## src/rtl/pwm_reload_pkg.sv

```systemverilog
package pwm_reload_pkg;
  typedef enum logic [1:0] {
    FS_DRIVE_LO = 2'b00,
    FS_DRIVE_HI = 2'b01,
    FS_FLOAT_A  = 2'b10,
    FS_FLOAT_B  = 2'b11
  } fault_state_e;

  localparam int CTRL_ARM_BIT = 0;
  localparam int CTRL_POL_BIT = 1;
  localparam int CTRL_FS_LSB  = 2;

  localparam int STS_RLD_BIT = 0;
  localparam int STS_ERR_BIT = 1;
  localparam int STS_UPD_BIT = 2;
  localparam int STS_USED    = 3;
endpackage

```

## src/rtl/reload_shadow_regs.sv

```systemverilog
module reload_shadow_regs #(
  parameter int CNT_W   = 16,
  parameter int NUM_VAL = 3,
  parameter int FRAC_W  = 5,
  parameter int PRSC_W  = 3
) (
  input  logic                               clk,
  input  logic                               rst_n,
  input  logic [CNT_W-1:0]                   wdata_i,
  input  logic                               wr_init_i,
  input  logic [NUM_VAL-1:0]                 wr_val_i,
  input  logic [NUM_VAL-1:0]                 wr_frac_i,
  input  logic                               wr_prsc_i,
  input  logic                               load_i,
  output logic [CNT_W-1:0]                   buf_init_o,
  output logic [NUM_VAL-1:0][CNT_W-1:0]      buf_val_o,
  output logic [NUM_VAL-1:0][FRAC_W-1:0]     buf_frac_o,
  output logic [PRSC_W-1:0]                  buf_prsc_o,
  output logic [CNT_W-1:0]                   act_init_o,
  output logic [NUM_VAL-1:0][CNT_W-1:0]      act_val_o,
  output logic [NUM_VAL-1:0][FRAC_W-1:0]     act_frac_o,
  output logic [PRSC_W-1:0]                  act_prsc_o
);
  logic [CNT_W-1:0]  init_d;
  logic [PRSC_W-1:0] prsc_d;

  always_comb begin
    init_d = wr_init_i ? wdata_i : buf_init_o;
    prsc_d = wr_prsc_i ? wdata_i[PRSC_W-1:0] : buf_prsc_o;
  end

  always_ff @(posedge clk or negedge rst_n) begin
    if (!rst_n) begin
      buf_init_o <= '0;
      buf_prsc_o <= '0;
      act_init_o <= '0;
      act_prsc_o <= '0;
    end else begin
      buf_init_o <= init_d;
      buf_prsc_o <= prsc_d;
      if (load_i) begin
        act_init_o <= buf_init_o;
        act_prsc_o <= buf_prsc_o;
      end
    end
  end

  for (genvar i = 0; i < NUM_VAL; i++) begin : g_chan
    logic [CNT_W-1:0]  val_d;
    logic [FRAC_W-1:0] frac_d;

    always_comb begin
      val_d  = wr_val_i[i]  ? wdata_i : buf_val_o[i];
      frac_d = wr_frac_i[i] ? wdata_i[FRAC_W-1:0] : buf_frac_o[i];
    end

    always_ff @(posedge clk or negedge rst_n) begin
      if (!rst_n) begin
        buf_val_o[i]  <= '0;
        buf_frac_o[i] <= '0;
        act_val_o[i]  <= '0;
        act_frac_o[i] <= '0;
      end else begin
        buf_val_o[i]  <= val_d;
        buf_frac_o[i] <= frac_d;
        if (load_i) begin
          act_val_o[i]  <= buf_val_o[i];
          act_frac_o[i] <= buf_frac_o[i];
        end
      end
    end
  end


  copy_on_load_chk: assert property (@(posedge clk) disable iff (!rst_n)
    load_i |=> (act_init_o == $past(buf_init_o)) && (act_val_o == $past(buf_val_o)));


  hold_without_load_chk: assert property (@(posedge clk) disable iff (!rst_n)
    !load_i |=> $stable(act_init_o) && $stable(act_val_o) && $stable(act_frac_o) && $stable(act_prsc_o));
endmodule

```

## src/rtl/reload_status.sv

```systemverilog
module reload_status (
  input  logic clk,
  input  logic rst_n,
  input  logic reload_i,
  input  logic data_wr_i,
  input  logic ctrl_wr_i,
  input  logic arm_wdata_i,
  input  logic sts_wr_i,
  input  logic clr_err_i,
  input  logic clr_rld_i,
  output logic arm_o,
  output logic upd_o,
  output logic err_o,
  output logic rld_o,
  output logic load_o
);
  logic arm_d, upd_d, err_d, rld_d;

  assign load_o = reload_i & arm_o;

  always_comb begin
    arm_d = arm_o;
    if (ctrl_wr_i)   arm_d = arm_wdata_i;
    else if (load_o) arm_d = 1'b0;

    upd_d = (upd_o & ~load_o) | data_wr_i;

    err_d = err_o;
    if (sts_wr_i && clr_err_i) err_d = 1'b0;
    if (reload_i && !arm_o && upd_o) err_d = 1'b1;

    rld_d = rld_o;
    if (sts_wr_i && clr_rld_i) rld_d = 1'b0;
    if (reload_i) rld_d = 1'b1;
  end

  always_ff @(posedge clk or negedge rst_n) begin
    if (!rst_n) begin
      arm_o <= 1'b0;
      upd_o <= 1'b0;
      err_o <= 1'b0;
      rld_o <= 1'b0;
    end else begin
      arm_o <= arm_d;
      upd_o <= upd_d;
      err_o <= err_d;
      rld_o <= rld_d;
    end
  end


  upd_set_chk: assert property (@(posedge clk) disable iff (!rst_n)
    data_wr_i |=> upd_o);


  arm_selfclear_chk: assert property (@(posedge clk) disable iff (!rst_n)
    (reload_i && arm_o && !ctrl_wr_i) |=> !arm_o);


  err_raise_chk: assert property (@(posedge clk) disable iff (!rst_n)
    (reload_i && !arm_o && upd_o) |=> err_o);


  err_quiet_chk: assert property (@(posedge clk) disable iff (!rst_n)
    (!err_o && !(reload_i && upd_o)) |=> !err_o);


  rld_raise_chk: assert property (@(posedge clk) disable iff (!rst_n)
    reload_i |=> rld_o);
endmodule

```

## src/rtl/aux_fault_mux.sv

```systemverilog
module aux_fault_mux
  import pwm_reload_pkg::*;
(
  input  logic         clk,
  input  logic         rst_n,
  input  logic         fault_i,
  input  logic         aux_i,
  input  logic         pol_i,
  input  fault_state_e fs_i,
  output logic         out_o,
  output logic         oe_o
);
  logic pre_pol;

  always_comb begin
    pre_pol = aux_i;
    oe_o    = 1'b1;
    if (fault_i) begin
      unique case (fs_i)
        FS_DRIVE_LO: pre_pol = 1'b0;
        FS_DRIVE_HI: pre_pol = 1'b1;
        FS_FLOAT_A, FS_FLOAT_B: oe_o = 1'b0;
        default: oe_o = 1'b0;
      endcase
    end
    out_o = oe_o ? (pre_pol ^ pol_i) : 1'b0;
  end


  float_chk: assert property (@(posedge clk) disable iff (!rst_n)
    (fault_i && fs_i[1]) |-> !oe_o);


  normal_drive_chk: assert property (@(posedge clk) disable iff (!rst_n)
    !fault_i |-> (oe_o && (out_o == (aux_i ^ pol_i))));


  forced_level_chk: assert property (@(posedge clk) disable iff (!rst_n)
    (fault_i && !fs_i[1]) |-> (oe_o && (out_o == (fs_i[0] ^ pol_i))));
endmodule

```

## src/rtl/pwm_reload_ctrl.sv

```systemverilog
module pwm_reload_ctrl
  import pwm_reload_pkg::*;
#(
  parameter int CNT_W   = 16,
  parameter int NUM_VAL = 3,
  parameter int FRAC_W  = 5,
  parameter int PRSC_W  = 3,
  parameter int ADDR_W  = 4
) (
  input  logic                      clk,
  input  logic                      rst_n,
  input  logic [ADDR_W-1:0]         bus_addr,
  input  logic [CNT_W-1:0]          bus_wdata,
  input  logic                      bus_we,
  output logic [CNT_W-1:0]          bus_rdata,
  input  logic                      reload_in,
  input  logic                      fault_in,
  input  logic                      aux_in,
  output logic [CNT_W-1:0]          act_init,
  output logic [NUM_VAL*CNT_W-1:0]  act_val,
  output logic [NUM_VAL*FRAC_W-1:0] act_frac,
  output logic [PRSC_W-1:0]         act_prsc,
  output logic                      aux_out,
  output logic                      aux_oe
);
  localparam int A_INIT = 0;
  localparam int A_VAL  = 1;
  localparam int A_FRAC = A_VAL + NUM_VAL;
  localparam int A_CTRL = A_FRAC + NUM_VAL;
  localparam int A_PRSC = A_CTRL + 1;
  localparam int A_STS  = A_CTRL + 2;

  logic [1:0] rst_sync;
  logic       rst_n_int;

  always_ff @(posedge clk or negedge rst_n) begin
    if (!rst_n) rst_sync <= 2'b00;
    else        rst_sync <= {rst_sync[0], 1'b1};
  end
  assign rst_n_int = rst_sync[1];

  logic               wr_init, wr_prsc, wr_ctrl, wr_sts, data_wr;
  logic [NUM_VAL-1:0] wr_val, wr_frac;

  always_comb begin
    wr_init = bus_we && (int'(bus_addr) == A_INIT);
    wr_prsc = bus_we && (int'(bus_addr) == A_PRSC);
    wr_ctrl = bus_we && (int'(bus_addr) == A_CTRL);
    wr_sts  = bus_we && (int'(bus_addr) == A_STS);
    for (int i = 0; i < NUM_VAL; i++) begin
      wr_val[i]  = bus_we && (int'(bus_addr) == A_VAL + i);
      wr_frac[i] = bus_we && (int'(bus_addr) == A_FRAC + i);
    end
    data_wr = wr_init | wr_prsc | (|wr_val) | (|wr_frac);
  end

  logic         pol_q, pol_d;
  fault_state_e fs_q, fs_d;

  always_comb begin
    pol_d = pol_q;
    fs_d  = fs_q;
    if (wr_ctrl) begin
      pol_d = bus_wdata[CTRL_POL_BIT];
      fs_d  = fault_state_e'(bus_wdata[CTRL_FS_LSB +: 2]);
    end
  end

  always_ff @(posedge clk or negedge rst_n_int) begin
    if (!rst_n_int) begin
      pol_q <= 1'b0;
      fs_q  <= FS_DRIVE_LO;
    end else begin
      pol_q <= pol_d;
      fs_q  <= fs_d;
    end
  end

  logic arm, upd, err, rld, load;

  reload_status u_status (
    .clk        (clk),
    .rst_n      (rst_n_int),
    .reload_i   (reload_in),
    .data_wr_i  (data_wr),
    .ctrl_wr_i  (wr_ctrl),
    .arm_wdata_i(bus_wdata[CTRL_ARM_BIT]),
    .sts_wr_i   (wr_sts),
    .clr_err_i  (bus_wdata[STS_ERR_BIT]),
    .clr_rld_i  (bus_wdata[STS_RLD_BIT]),
    .arm_o      (arm),
    .upd_o      (upd),
    .err_o      (err),
    .rld_o      (rld),
    .load_o     (load)
  );

  logic [CNT_W-1:0]              buf_init;
  logic [NUM_VAL-1:0][CNT_W-1:0] buf_val;
  logic [NUM_VAL-1:0][FRAC_W-1:0] buf_frac;
  logic [PRSC_W-1:0]             buf_prsc;
  logic [NUM_VAL-1:0][CNT_W-1:0] act_val_a;
  logic [NUM_VAL-1:0][FRAC_W-1:0] act_frac_a;

  reload_shadow_regs #(
    .CNT_W(CNT_W), .NUM_VAL(NUM_VAL), .FRAC_W(FRAC_W), .PRSC_W(PRSC_W)
  ) u_shadow (
    .clk       (clk),
    .rst_n     (rst_n_int),
    .wdata_i   (bus_wdata),
    .wr_init_i (wr_init),
    .wr_val_i  (wr_val),
    .wr_frac_i (wr_frac),
    .wr_prsc_i (wr_prsc),
    .load_i    (load),
    .buf_init_o(buf_init),
    .buf_val_o (buf_val),
    .buf_frac_o(buf_frac),
    .buf_prsc_o(buf_prsc),
    .act_init_o(act_init),
    .act_val_o (act_val_a),
    .act_frac_o(act_frac_a),
    .act_prsc_o(act_prsc)
  );

  assign act_val  = act_val_a;
  assign act_frac = act_frac_a;

  aux_fault_mux u_aux (
    .clk    (clk),
    .rst_n  (rst_n_int),
    .fault_i(fault_in),
    .aux_i  (aux_in),
    .pol_i  (pol_q),
    .fs_i   (fs_q),
    .out_o  (aux_out),
    .oe_o   (aux_oe)
  );

  always_comb begin
    bus_rdata = '0;
    if (int'(bus_addr) == A_INIT) bus_rdata = buf_init;
    if (int'(bus_addr) == A_PRSC) bus_rdata[PRSC_W-1:0] = buf_prsc;
    if (int'(bus_addr) == A_CTRL) begin
      bus_rdata[CTRL_ARM_BIT]       = arm;
      bus_rdata[CTRL_POL_BIT]       = pol_q;
      bus_rdata[CTRL_FS_LSB +: 2]   = fs_q;
    end
    if (int'(bus_addr) == A_STS) begin
      bus_rdata[STS_RLD_BIT] = rld;
      bus_rdata[STS_ERR_BIT] = err;
      bus_rdata[STS_UPD_BIT] = upd;
    end
    for (int i = 0; i < NUM_VAL; i++) begin
      if (int'(bus_addr) == A_VAL + i)  bus_rdata = buf_val[i];
      if (int'(bus_addr) == A_FRAC + i) bus_rdata = {{(CNT_W-FRAC_W){1'b0}}, buf_frac[i]};
    end
  end


  sts_reserved_zero_chk: assert property (@(posedge clk) disable iff (!rst_n_int)
    (int'(bus_addr) == A_STS) |-> (bus_rdata[CNT_W-1:STS_USED] == '0));
endmodule

```

## config.mk

```make
export PLATFORM = sky130hd
export DESIGN_NAME = pwm_reload_ctrl
export DESIGN_NICKNAME = d
export VERILOG_FILES = /design/src/rtl/pwm_reload_pkg.sv /design/src/rtl/reload_shadow_regs.sv /design/src/rtl/reload_status.sv /design/src/rtl/aux_fault_mux.sv /design/src/rtl/pwm_reload_ctrl.sv
export SDC_FILE = /design/constraint.sdc
export NUM_CORES = 1
export LEC_CHECK = 0
export ABC_AREA = 0
export BUFFER_PORTS_ARGS = -buffer_cell sky130_fd_sc_hd__buf_4
export CAP_MARGIN = 10
export CORE_UTILIZATION = 40
export DETAILED_ROUTE_END_ITERATION = 10
export GPL_TIMING_DRIVEN = 0
export SYNTH_ARGS = -nofsm -noshare
export SYNTH_HDL_FRONTEND = slang
export SYNTH_SLANG_ARGS = --single-unit
```

## constraint.sdc

```tcl
create_clock -name clk -period 16 [get_ports clk]
set_input_delay 2.4 -clock clk [delete_from_list [all_inputs] [get_ports clk]]
set_output_delay 2.4 -clock clk [all_outputs]
set_load 0.01 [all_outputs]
```

==> impl_metrics.py <==
metrics = {
    "grt": {
        "grt_first_pass_wirelength_mm": 29.7,
        "antenna_found_initial": 0,
        "grt_remaining_overflow": 0,
        "grt_max_degree": 73,
        "first_global_vias": 5237,
        "grt_usage_pct": 20.3,
    },
    "worst_setup_path": {
        "worst_path_largest_cell_delay_ns": 0.37,
        "cpMaxStageDelayCell": "o31ai_1",
        "r2r_cells": 4,
        "endpoint_kind": "primary output",
        "path_buf_inv": 3,
        "critPathTopFamily": "compound AO/OA/AOI/OAI gates",
        "crit-reg2reg-launch": "u_status.arm_o$_DFFE_PN0P_",
        "critPathKind": "in2out",
        "rrSetupSlack_ns": 14.25,
        "cp-start-kind": "input pin",
        "cp_max_fo": 10,
        "rr_endpoint": "u_shadow.act_val_o[14]$_DFFE_PN0P_",
        "crit_path_frequent_cell": "buf_4",
        "crit_chain": "buf_4 > buf_6 > nand2b_1 > o22ai_1 > a221oi_1 > o31ai_1 > buf_4",
        "cp.arrival_ns": 3.93,
        "worstPathRequired_ns": 13.60,
    },
    "yosys": {
        "synth_compound_area_share_pct": 3.54,
        "ys_top_cells_by_area": "dfrtp_1, mux2_2, mux2_4",
        "synth_simple_gate_area_share_pct": 7.65,
        "synthCells": 517,
        "synth_area_sq_um": 7640,
        "synth_edf_count": 0,
        "synth_top_area_share_pct": 56.7,
        "synth_top_cell_by_area": "dfrtp_1",
        "synth_cell_types": 51,
        "muxShareOfSynthArea_pct": 28.8,
        "synth_warnings": 0,
        "synth_xor_area_share_pct": 0.229,
        "synth-seq-cells": 173,
        "synthAdderAreaFrac_pct": 0,
        "async_flop_share_pct": 100,
        "ys_dominant_reg_cell": "dfrtp_1",
        "syn_avg_cell_area_sq_um": 14.8,
        "syn_nets": 543,
        "synth_top_family_by_area": "multiplexers",
        "seq_area_frac_synth_pct": 56.7,
    },
    "clock_network": {
        "cts_htree_levels": 4,
        "cts_sinks": 173,
        "cts_tree": "built",
        "hold_buffers": 0,
        "cts_buffers": 17,
        "postCtsSetupRepairBufs": 0,
        "path_clk_slew_ns": 0.06,
        "cts_root_buf": "clkbuf_16",
        "clockBufferDepth": 2,
        "clk_latency_ns": 0.42,
        "cts_resized": 0,
    },
    "final_layout": {
        "design_area_sq_um": 9470,
        "drive_gt1_share_pct": 54.9,
        "n_fill_cell": 1601,
        "diodes": 0,
        "finalNetCount": 685,
        "area_growth_pct": 23.9,
    },
    "die": {
        "die_y_microns": 140,
        "io-pin-count": 126,
        "coreArea_sq_um": 18700,
        "die-area_sq_um": 19700,
        "fp.dieW_microns": 140,
        "initial_core_util_pct": 40.8,
        "rows": 50,
    },
    "worst_hold_path": {
        "min_to": "rst_sync[1]$_DFF_PN0_",
        "hold_start": "rst_sync[0]$_DFF_PN0_",
        "hp-class": "reg2reg",
        "hold_depth": 0,
    },
    "pwr": {
        "seqPwrFrac_pct": 47.3,
        "power.internal_uw": 939,
        "p_leak_nw": 4.52,
        "pwr-share-clk_pct": 31.1,
        "p_switching_uw": 347,
        "vdd_drop_max_v": 0.0000820,
        "combPwrFrac_pct": 21.6,
        "swShare_pct": 27.0,
        "power_density_nw_per_um2": 136,
    },
    "routing": {
        "wl_per_cell_microns": 20.7,
        "vias_per_cell": 5.37,
        "wl_mm": 18.7,
        "drtPass1Iterations": 5,
        "num_vias": 4862,
        "drc": 0,
        "ant_nets": 0,
        "drt_iter0_drc": 258,
    },
    "timing": {
        "setup_tns_ns": 0,
        "setup_viol": 0,
        "timing.fmax_mhz": 158,
        "rsz0062_at_grt": "false",
        "maxSlewHeadroom_pct": 53.2,
        "period_share_pct": 39.5,
        "finalHoldViolations": 0,
        "skew_ns": 0.00751,
        "slew_viol_final": 0,
        "tightest_slew_ns": 0.702,
        "min_period_ns": 6.33,
    },
    "place": {
        "place_congestion": 0.895,
        "dp_hpwl_mm": 13.2,
        "dpl_cell_area_sq_um": 8900,
        "io_buffers": 121,
    },
    "flow_run": {
        "drv_cap": 0,
    },
    "run_status": {
        "outcome": "complete, no violations",
    },
}
[power groups by stage]
| stage | Sequential [mW] | Clock [mW] | Combinational, mW |
|---|---|---|---|
| global route | 0.622 | 0.430 | 0.300 |
| detailed placement | 0.617 | 0 | 0.280 |
| CTS | 0.609 | 0.411 | 0.281 |
| finish | 0.608 | 0.400 | 0.278 |
| global placement | 0.619 | 0 | 0.267 |
| floorplan | 0.618 | 0 | 0.138 |
[worst register-to-register path, delay by kind of cell, from the launching register on]
kind                   cells  cell delay [ns]
buffers and inverters      2             0.68
AND/OR/NAND/NOR            1             0.16
flip-flops                 1             0.40
multiplexers               1             0.39
[how the worst max path moves through the flow]
stage | from | to | slack, ns | depth (start not counted)
6_report | bus_addr[2] | bus_rdata[0] | 9.67 | 7
5_1_grt | bus_addr[2] | bus_rdata[0] | 9.63 | 7
3_3_place_gp | rst_sync[1]$_DFF_PN0_ | u_shadow.act_val_o[32]$_DFFE_PN0P_ | 8.99 | 0
3_5_place_dp | bus_addr[2] | bus_rdata[0] | 9.69 | 7
4_1_cts | bus_addr[2] | bus_rdata[0] | 9.68 | 7
2_1_floorplan | bus_addr[2] | bus_rdata[0] | 10.16 | 5
[cells in the mapped netlist (all sizes together) (2+ instances only)]
library cell	instances
nor4b	3
o31ai	3
nand2	15
mux2	162
or2	3
a221oi	3
nor2b	2
mux2i	5
inv	6
o22ai	7
a21oi	4
nor2	15
and2	13
buf	27
nand3b	4
nand4	3
nand3	5
o21ai	9
nor3b	4
nand2b	5
dfrtp	173
a31oi	4
o21a	3
clkbuf	3
a32o	4
nor3	11
mux4	11
[area by class of cell]
| cell class | count | area (sq um) | share of cell area, % |
|---|---|---|---|
| sequential | 173 | 4330 | 45.8 |
| inverter | 6 | 22.5 | 0.238 |
| tap | 234 | 293 | 3.09 |
| timing repair buffer | 123 | 963 | 10.2 |
| clock inverter | 11 | 119 | 1.26 |
| buffer | 30 | 216 | 2.29 |
| multi-input combinational | 308 | 3070 | 32.4 |
| clock buffer | 21 | 450 | 4.76 |
[through the flow]
stage	power (mW)	instances	utilization [%]	hold WS [ns]	worst slack, ns
after floorplan	0.756	517	-	0.331	10.16
after global placement	0.886	872	47.3	0.338	8.99
after detailed placement	0.897	874	47.6	0.343	9.69
after CTS	1.30	906	50.6	0.363	9.68
after global routing	1.35	906	50.6	0.376	9.63
final	1.29	906	50.6	0.361	9.67
[cells by family after synthesis]
group,Yosys count
buf+inv,36
compound gates,40
other cells,1
xor+xnor,2
simple gates,87
flops,173
mux,178
[layout by cell type, fill, tap and decap left out, types with 10 or more instances in the layout]
| cell | synthesis | routed |
|---|---|---|
| buf_4 | 4 | 125 |
| and2_1 | 12 | 12 |
| dfrtp_1 | 173 | 172 |
| mux2_4 | 20 | 20 |
| clkbuf_16 | 0 | 17 |
| nor3_1 | 10 | 10 |
| nor2_1 | 13 | 13 |
| nand2_1 | 14 | 14 |
| mux2_2 | 142 | 142 |
| mux4_2 | 11 | 11 |
| buf_2 | 14 | 14 |
[flip-flops by register name, indices dropped and copies added, names as in the netlist]
register and flops:
u_shadow.buf_prsc_o 3, rst_sync 2, u_shadow.act_val_o 48, u_status.arm_o 1
u_status.rld_o 1, u_status.err_o 1, u_shadow.buf_init_o 16, u_shadow.act_init_o 16
u_shadow.act_frac_o 15, u_shadow.act_prsc_o 3, u_shadow.buf_val_o 48, pol_q 1
u_status.upd_o 1, fs_q 2, u_shadow.buf_frac_o 15
[per-layer routing]
| metal | part of all wire [%] | GRT usage (%) | vias to the layer above |
|---|---|---|---|
| li1 | - | - | 2159 |
| met1 | 45 | 26.5 | 2545 |
| met2 | 49 | 33.4 | 136 |
| met3 | 3.9 | 4.48 | 22 |
| met4 | 1.6 | 7.40 | 0 |
| met5 | 0 | 0 | - |
(Power assumes the default switching activity.)
